$ cat src/rtl/adc_seq_pkg.sv
package adc_seq_pkg;
    localparam int ADC_NCH  = 8;
    localparam int ADC_CH_W = $clog2(ADC_NCH);

    typedef logic [ADC_CH_W-1:0] ch_idx_t;

    typedef struct packed {
        logic    busy;
        logic    done;
        logic    conv_go;
        ch_idx_t cur;
        ch_idx_t last;
    } seq_state_t;

    // First channel of the selected set: the field itself in single mode,
    // the base of the half selected by the top field bit in scan mode.
    function automatic ch_idx_t group_first(input logic scan, input ch_idx_t sel);
        ch_idx_t f;
        f = sel;
        if (scan) begin
            f = '0;
            f[ADC_CH_W-1] = sel[ADC_CH_W-1];
        end
        return f;
    endfunction
endpackage

$ cat src/rtl/adc_trig_sync.sv
module adc_trig_sync (
    input  logic clk,
    input  logic rst_n,
    input  logic pin_i,
    output logic fall_o
);
    // [0] first sync stage, [1] second sync stage, [2] previous synced value
    logic [2:0] sh_d, sh_q;

    always_comb begin
        sh_d = {sh_q[1:0], pin_i};
    end

    always_ff @(posedge clk or negedge rst_n) begin
        if (!rst_n) sh_q <= '1;
        else        sh_q <= sh_d;
    end

    assign fall_o = sh_q[2] & ~sh_q[1];
endmodule

$ cat src/rtl/adc_ref_timer.sv
module adc_ref_timer #(
    parameter int RCYC = 150
) (
    input  logic clk,
    input  logic rst_n,
    input  logic ref_en_i,
    output logic ready_o
);
    localparam int CNT_W = $clog2(RCYC + 2);

    typedef struct packed {
        logic             en;
        logic [CNT_W-1:0] cnt;
    } tmr_t;

    tmr_t t_d, t_q;

    always_comb begin
        t_d     = t_q;
        t_d.en  = ref_en_i;
        if (ref_en_i && !t_q.en)
            t_d.cnt = CNT_W'(RCYC);
        else if (t_q.cnt != '0)
            t_d.cnt = t_q.cnt - 1'b1;
    end

    always_ff @(posedge clk or negedge rst_n) begin
        if (!rst_n) t_q <= '0;
        else        t_q <= t_d;
    end

    assign ready_o = t_q.en && (t_q.cnt == '0);

    assert_not_ready_at_enable_R11: assert property (@(posedge clk) disable iff (!rst_n)
        $rose(t_q.en) |-> !ready_o);
    assert_ready_after_wait_R11: assert property (@(posedge clk) disable iff (!rst_n)
        (t_q.en && ref_en_i && t_q.cnt == CNT_W'(1)) |=> ready_o);
endmodule

$ cat src/rtl/adc_result_bank.sv
module adc_result_bank
    import adc_seq_pkg::*;
#(
    parameter int RES_W = 10
) (
    input  logic               clk,
    input  logic               rst_n,
    input  logic               wr_i,
    input  ch_idx_t            wr_ch_i,
    input  logic [RES_W-1:0]   wr_data_i,
    input  logic               rd_i,
    input  ch_idx_t            rd_ch_i,
    output logic [RES_W-1:0]   rd_data_o,
    output logic               rd_valid_o,
    output logic [ADC_NCH-1:0] stored_o
);
    logic [ADC_NCH-1:0][RES_W-1:0] res_d, res_q;
    logic [ADC_NCH-1:0]            stored_d, stored_q;

    always_comb begin
        res_d    = res_q;
        stored_d = stored_q;
        if (rd_i)
            stored_d[rd_ch_i] = 1'b0;
        if (wr_i) begin
            res_d[wr_ch_i]    = wr_data_i;
            stored_d[wr_ch_i] = 1'b1;
        end
    end

    always_ff @(posedge clk or negedge rst_n) begin
        if (!rst_n) begin
            res_q    <= '0;
            stored_q <= '0;
        end else begin
            res_q    <= res_d;
            stored_q <= stored_d;
        end
    end

    assign rd_data_o  = res_q[rd_ch_i];
    assign rd_valid_o = stored_q[rd_ch_i];
    assign stored_o   = stored_q;

    assert_write_sets_flag_R8: assert property (@(posedge clk) disable iff (!rst_n)
        wr_i |=> stored_q[$past(wr_ch_i)]);
    assert_read_clears_flag_R9: assert property (@(posedge clk) disable iff (!rst_n)
        (rd_i && !(wr_i && wr_ch_i == rd_ch_i)) |=> !stored_q[$past(rd_ch_i)]);
endmodule

$ cat src/rtl/adc_seq_fsm.sv
module adc_seq_fsm
    import adc_seq_pkg::*;
(
    input  logic    clk,
    input  logic    rst_n,
    input  logic    start_i,
    input  logic    scan_i,
    input  ch_idx_t sel_i,
    input  logic    trig_en_i,
    input  logic    trig_fall_i,
    input  logic    conv_done_i,
    output logic    busy_o,
    output logic    done_o,
    output logic    conv_start_o,
    output ch_idx_t conv_ch_o,
    output logic    wr_o,
    output ch_idx_t wr_ch_o
);
    seq_state_t st_d, st_q;
    logic       go;

    assign go = start_i || (trig_en_i && trig_fall_i && !st_q.busy);

    always_comb begin
        st_d         = st_q;
        st_d.done    = 1'b0;
        st_d.conv_go = 1'b0;
        if (go) begin
            st_d.busy    = 1'b1;
            st_d.cur     = group_first(scan_i, sel_i);
            st_d.last    = sel_i;
            st_d.conv_go = 1'b1;
        end else if (st_q.busy && conv_done_i) begin
            if (st_q.cur == st_q.last) begin
                st_d.busy = 1'b0;
                st_d.done = 1'b1;
            end else begin
                st_d.cur     = st_q.cur + 1'b1;
                st_d.conv_go = 1'b1;
            end
        end
    end

    always_ff @(posedge clk or negedge rst_n) begin
        if (!rst_n) st_q <= '0;
        else        st_q <= st_d;
    end

    assign busy_o       = st_q.busy;
    assign done_o       = st_q.done;
    assign conv_start_o = st_q.conv_go;
    assign conv_ch_o    = st_q.cur;
    assign wr_o         = st_q.busy && conv_done_i && !go;
    assign wr_ch_o      = st_q.cur;

    assert_start_sets_busy_R4: assert property (@(posedge clk) disable iff (!rst_n)
        start_i |=> (st_q.busy && st_q.conv_go));
    assert_conv_only_busy_R4: assert property (@(posedge clk) disable iff (!rst_n)
        st_q.conv_go |-> st_q.busy);
    assert_restart_first_R5: assert property (@(posedge clk) disable iff (!rst_n)
        start_i |=> (st_q.cur == group_first($past(scan_i), $past(sel_i))));
    assert_cur_in_group_R3: assert property (@(posedge clk) disable iff (!rst_n)
        st_q.busy |-> (st_q.cur <= st_q.last));
    assert_trig_ignored_R7: assert property (@(posedge clk) disable iff (!rst_n)
        (trig_fall_i && st_q.busy && !start_i && !conv_done_i) |=> ($stable(st_q.cur) && !st_q.conv_go));
    assert_done_single_R10: assert property (@(posedge clk) disable iff (!rst_n)
        st_q.done |=> !st_q.done);
    assert_done_idle_R10: assert property (@(posedge clk) disable iff (!rst_n)
        st_q.done |-> !st_q.busy);
endmodule

$ cat src/rtl/adc_seq_ctrl.sv
module adc_seq_ctrl
    import adc_seq_pkg::*;
#(
    parameter int RES_W      = 10,
    parameter int CLK_HZ     = 50_000_000,
    parameter int RECOVER_NS = 3000
) (
    input  logic               clk,
    input  logic               rst_n,
    input  logic               start_i,
    input  logic               scan_i,
    input  logic [2:0]         sel_i,
    input  logic               trig_en_i,
    input  logic               trig_pin_i,
    input  logic               ref_en_i,
    output logic               ref_ready_o,
    output logic               conv_start_o,
    output logic [2:0]         conv_ch_o,
    input  logic               conv_done_i,
    input  logic [RES_W-1:0]   conv_data_i,
    input  logic               rd_i,
    input  logic [2:0]         rd_ch_i,
    output logic [RES_W-1:0]   rd_data_o,
    output logic               rd_valid_o,
    output logic [7:0]         stored_o,
    output logic               busy_o,
    output logic               done_o
);
    localparam longint RCYC_L = (longint'(CLK_HZ) * longint'(RECOVER_NS) + 64'd999_999_999) / 64'd1_000_000_000;
    localparam int     RCYC   = (RCYC_L < 1) ? 1 : int'(RCYC_L);

    logic    trig_fall;
    logic    wr;
    ch_idx_t wr_ch;

    adc_trig_sync u_sync (
        .clk    (clk),
        .rst_n  (rst_n),
        .pin_i  (trig_pin_i),
        .fall_o (trig_fall)
    );

    adc_ref_timer #(.RCYC(RCYC)) u_ref (
        .clk      (clk),
        .rst_n    (rst_n),
        .ref_en_i (ref_en_i),
        .ready_o  (ref_ready_o)
    );

    adc_seq_fsm u_fsm (
        .clk          (clk),
        .rst_n        (rst_n),
        .start_i      (start_i),
        .scan_i       (scan_i),
        .sel_i        (sel_i),
        .trig_en_i    (trig_en_i),
        .trig_fall_i  (trig_fall),
        .conv_done_i  (conv_done_i),
        .busy_o       (busy_o),
        .done_o       (done_o),
        .conv_start_o (conv_start_o),
        .conv_ch_o    (conv_ch_o),
        .wr_o         (wr),
        .wr_ch_o      (wr_ch)
    );

    adc_result_bank #(.RES_W(RES_W)) u_bank (
        .clk        (clk),
        .rst_n      (rst_n),
        .wr_i       (wr),
        .wr_ch_i    (wr_ch),
        .wr_data_i  (conv_data_i),
        .rd_i       (rd_i),
        .rd_ch_i    (rd_ch_i),
        .rd_data_o  (rd_data_o),
        .rd_valid_o (rd_valid_o),
        .stored_o   (stored_o)
    );

    assert_reset_idle_R1: assert property (@(posedge clk) disable iff (!rst_n)
        $rose(rst_n) |-> (!busy_o && !done_o && stored_o == '0));
endmodule

$ cat config.mk
export PLATFORM = sky130hd
export DESIGN_NAME = adc_seq_ctrl
export DESIGN_NICKNAME = d
export VERILOG_FILES = /design/src/rtl/adc_seq_pkg.sv /design/src/rtl/adc_trig_sync.sv /design/src/rtl/adc_ref_timer.sv /design/src/rtl/adc_result_bank.sv /design/src/rtl/adc_seq_fsm.sv /design/src/rtl/adc_seq_ctrl.sv
export SDC_FILE = /design/constraint.sdc
export NUM_CORES = 1
export LEC_CHECK = 0
export CAP_MARGIN = 20
export CORE_MARGIN = 2
export CORE_UTILIZATION = 35
export DETAILED_ROUTE_END_ITERATION = 10
export GPL_ROUTABILITY_DRIVEN = 1
export PLACE_DENSITY = 0.5
export SYNTH_ARGS = -nofsm -noshare
export SYNTH_HDL_FRONTEND = slang
export SYNTH_SLANG_ARGS = --single-unit
$ cat constraint.sdc
create_clock -name clk -period 1.9 [get_ports clk]
set_input_delay 0.285 -clock clk [delete_from_list [all_inputs] [get_ports clk]]
set_output_delay 0.285 -clock clk [all_outputs]
set_load 0.02 [all_outputs]
==> key figures <==
Routing
  – Routed wire length: 11900 µm
  – DR DRC count: 0
  – Vias/cell: 5.04
  – Routed Antenna Nets: 0
  – Pre-Repair DR Iteration Count: 4
  – Wire per inst: 18.5 µm
  – Via count: 3236
  – DR iter-0 viols: 175

CTS
  – Clk slew on worst S/H paths: 0.07 ns
  – Clk_lat worst skew: 0.35 ns
  – H-tree depth: 3
  – Root buf cell: clkbuf_16
  – Num CTS Buffers: 9
  – Clock Tree Buf Depth: 2
  – Clock sink count: 109
  – CTS tree: built

Synthesis
  – Post-Syn Area: 5150 µm²
  – Gate Count Post-Synth: 351
  – Yosys cell types: 44
  – Syn Area/Cell: 14.7 µm²
  – #FFs+latches synth: 109
  – Ys Warns: 0
  – Post-Syn Nets: 379
  – Sequential cell area fraction in the yosys report: 53.0%

Setup path
  – Worst r2r src: u_ref.t_q[1]
  – Crit-path leading delay family: simple AND/OR/NAND/NOR gates
  – Setup crit end kind: output pin
  – CP arrival: 1.70 ns
  – Worst setup SP type: flip-flop
  – WP data required: 1.62 ns
  – Crit-path cells: inv_2, ha_4, or3b_4, nor2_4, and2_4, buf_6
  – CP Depth: 6
  – Max stage delay on crit path: 0.40 ns
  – CP max-delay cell: dfrtp_1
  – Path type of the worst setup path: flip-flop to output pin
  – FF-to-FF End: u_ref.t_q[5]
  – CP Buf/Inv Count: 2
  – CP Max Fanout: 2
  – Reg2Reg Setup Slack: 0.21 ns
  – R2r worst-path depth: 7

STA
  – Hold slack: 0.338 ns
  – Worst Skew: 0.00484 ns
  – Slew @ Worst Pin: 0.639 ns
  – Final Hold Vio Count: 0
  – Final period utilization: 105%
  – RSZ-0062 raised after global routing: yes
  – Slew Limit Fails: 0
  – Tmin final: 1.99 ns
  – Max-Slew Margin vs Limit: 57.0%
  – # setup viols final: 9
  – Peak Freq: 503 MHz
  – Worst setup margin: -0.0897 ns

Global routing
  – All-Layer GR Usage: 15.9%
  – Antenna violations before repair: 0
  – Vias in the first global route: 3416
  – GRT overflow: 0
  – Largest net degree at the start of global routing: 50
  – First-pass GRT wire length: 19200 µm

Cells and area
  – # nets final: 482
  – Layout overhead on the synthesized area: 30.4%
  – N_diodes: 0
  – Fraction of layout cells with a size suffix above 1: 48.7%
  – Fin cells: 642
  – Core Util, Final: 46.4%

Pwr
  – Peak supply drop: 0.490 mV
  – Switching power: 0.00254 W
  – Power Internal: 0.00663 W
  – Part of the power in registers: 41.5%
  – Logic pwr share: 35.7%
  – Lkg Pwr: 2.98 nW
  – Switching part of the total: 27.7%
  – Power Dens Cells: 1360 nW/µm²
  – Clock Power Share: 22.8%

Floorplanning
  – Core Box Area: 14500 µm²
  – Row count: 44
  – Die area: 15700 µm²
  – Vert. Die Dim: 125 µm
  – Die Width: 125 µm
  – Ports: 51
  – Initial core utilization: 35.6%

Flow run
  – # Max-Cap Violations: 0

Status
  – Status: complete, but fails checks
  – Violations in the final reports: setup timing

Placement
  – Placer Congestion: 0.771
  – PortBufs: 50
  – DP HPWL: 7780 µm
  – Placed cells: 618

Worst hold path
  – Worst Hold End: u_sync.sh_q[0]
  – Min-delay src: trig_pin_i
  – Worst min path class: input pin to flip-flop
  – Hold path depth: 1
-- routing by layer --
layer	up-vias	routed length [µm]	track usage, %
li1	1490	-	-
met1	1689	5420	20.9
met2	44	5860	26.3
met3	13	438	4.45
met4	0	146	3.73
met5	-	0	0
-- area by class of cell --
cell class	count	area, µm²
clock inverters	5	100
multi-input cells	218	2270
repair buffers	112	1140
fillers	1289	7750
clock buffers	10	229
flip-flops and latches	109	2730
inverters	4	15.0
well taps	184	230
-- what timing repair did --
action | 4_1_cts | 5_1_grt
gates cloned | 2 | 0
hold buffers | 1 | 0
pin swaps | 3 | 1
setup endpoints to repair | 13 | 13
hold endpoints to repair | 29 | 0
setup buffers | 3 | 3
gates resized for setup | 112 | 1
-- sequential cells by signal (all words and copies together) (netlist names) --
register and count:
u_fsm.busy_o 1, u_sync.sh_q 3, u_fsm.st_q 3, u_fsm.conv_ch_o 3, u_fsm.done_o 1, u_bank.res_q 80, u_ref.t_q 9, u_fsm.conv_start_o 1
u_bank.stored_o 8
-- logic make-up after synthesis --
kind of cell             synth area share, %
multiplexers                            31.2
adder cells (fa/ha/maj)                0.728
AND/OR/NAND/NOR                         7.84
AO/OA/AOI/OAI                           2.79
buffers and inverters                   3.08
XOR/XNOR                                1.36
flip-flops                              53.0
-- through the flow --
| step | TNS, ns | cell area [µm²] | power (W) | setup WS [ns] |
|---|---|---|---|---|
| after floorplan | 0 | 5150 | 0.00560 | 0.167 |
| after global placement | -11.82 | 6250 | 0.00678 | -0.835 |
| after detailed placement | -12.71 | 6250 | 0.00687 | -0.836 |
| after CTS | -0.400 | 6700 | 0.00925 | -0.125 |
| after global routing | -0.737 | 6720 | 0.00972 | -0.144 |
| final | -0.153 | 6720 | 0.00918 | -0.0897 |
-- placed cells by master (no fill, tap or decap), types with 2 or more instances in the layout --
cell and count:
mux2_4 18, a31oi_1 3, nand3_1 4, nand2b_1 8
dfstp_2 3, inv_1 2, buf_6 14, buf_4 50
nor3_1 3, xnor2_1 7, dfrtp_1 104, dfrtp_2 2
clkdlybuf4s50_1 35, o21ai_0 8, a21oi_1 4, clkinv_2 2
nor2_1 8, bufinv_16 3, o211ai_1 6, nand3b_1 4
inv_2 2, nor2_4 2, nand2_1 25, mux2_2 73
buf_12 9, o31ai_1 2, mux4_2 22, clkbuf_16 9
ha_1 2
-- power by group through the flow --
stage / Combinational [W] / Sequential, W / Clock [W]
global placement: 0.00301 / 0.00377 / 0
global route: 0.00354 / 0.00392 / 0.00226
finish: 0.00327 / 0.00381 / 0.00210
CTS: 0.00328 / 0.00380 / 0.00217
floorplan: 0.00186 / 0.00374 / 0
detailed placement: 0.00307 / 0.00380 / 0
-- worst max path at each step --
stage | from | end
after CTS | u_ref.t_q[1] | ref_ready_o
after global placement | rd_ch_i[0] | rd_data_o[4]
after floorplan | u_ref.t_q[0] | ref_ready_o
final | u_ref.t_q[1] | ref_ready_o
after detailed placement | rd_ch_i[0] | rd_data_o[4]
after global routing | u_ref.t_q[1] | ref_ready_o
-- synthesized netlist by cell type, drive strengths merged --
| master | n | share of area [%] |
|---|---|---|
| a21oi | 4 | 0.39 |
| a31oi | 3 | 0.36 |
| and2 | 2 | 0.24 |
| and3b | 1 | 0.19 |
| buf | 18 | 2.6 |
| clkbuf | 2 | 0.15 |
| dfrtp | 106 | 51 |
| dfstp | 3 | 1.5 |
| ha | 3 | 0.73 |
| inv | 4 | 0.29 |
| mux2 | 91 | 21 |
| mux2i | 1 | 0.19 |
| mux4 | 22 | 10 |
| nand2 | 26 | 2.0 |
| nand2b | 8 | 0.97 |
| nand3 | 4 | 0.39 |
| nand3b | 4 | 0.58 |
| nor2 | 10 | 1.0 |
| nor2b | 1 | 0.12 |
| nor3 | 4 | 0.49 |
| nor3b | 2 | 0.61 |
| nor4 | 2 | 0.36 |
| nor4bb | 1 | 0.19 |
| o211ai | 6 | 0.87 |
| o21ai | 9 | 0.87 |
| o31ai | 2 | 0.29 |
| or2 | 1 | 0.12 |
| or3 | 1 | 0.12 |
| or3b | 1 | 0.17 |
| or4 | 1 | 0.22 |
| xnor2 | 7 | 1.2 |
| xor2 | 1 | 0.17 |
Power figures use the tool's default switching activity.
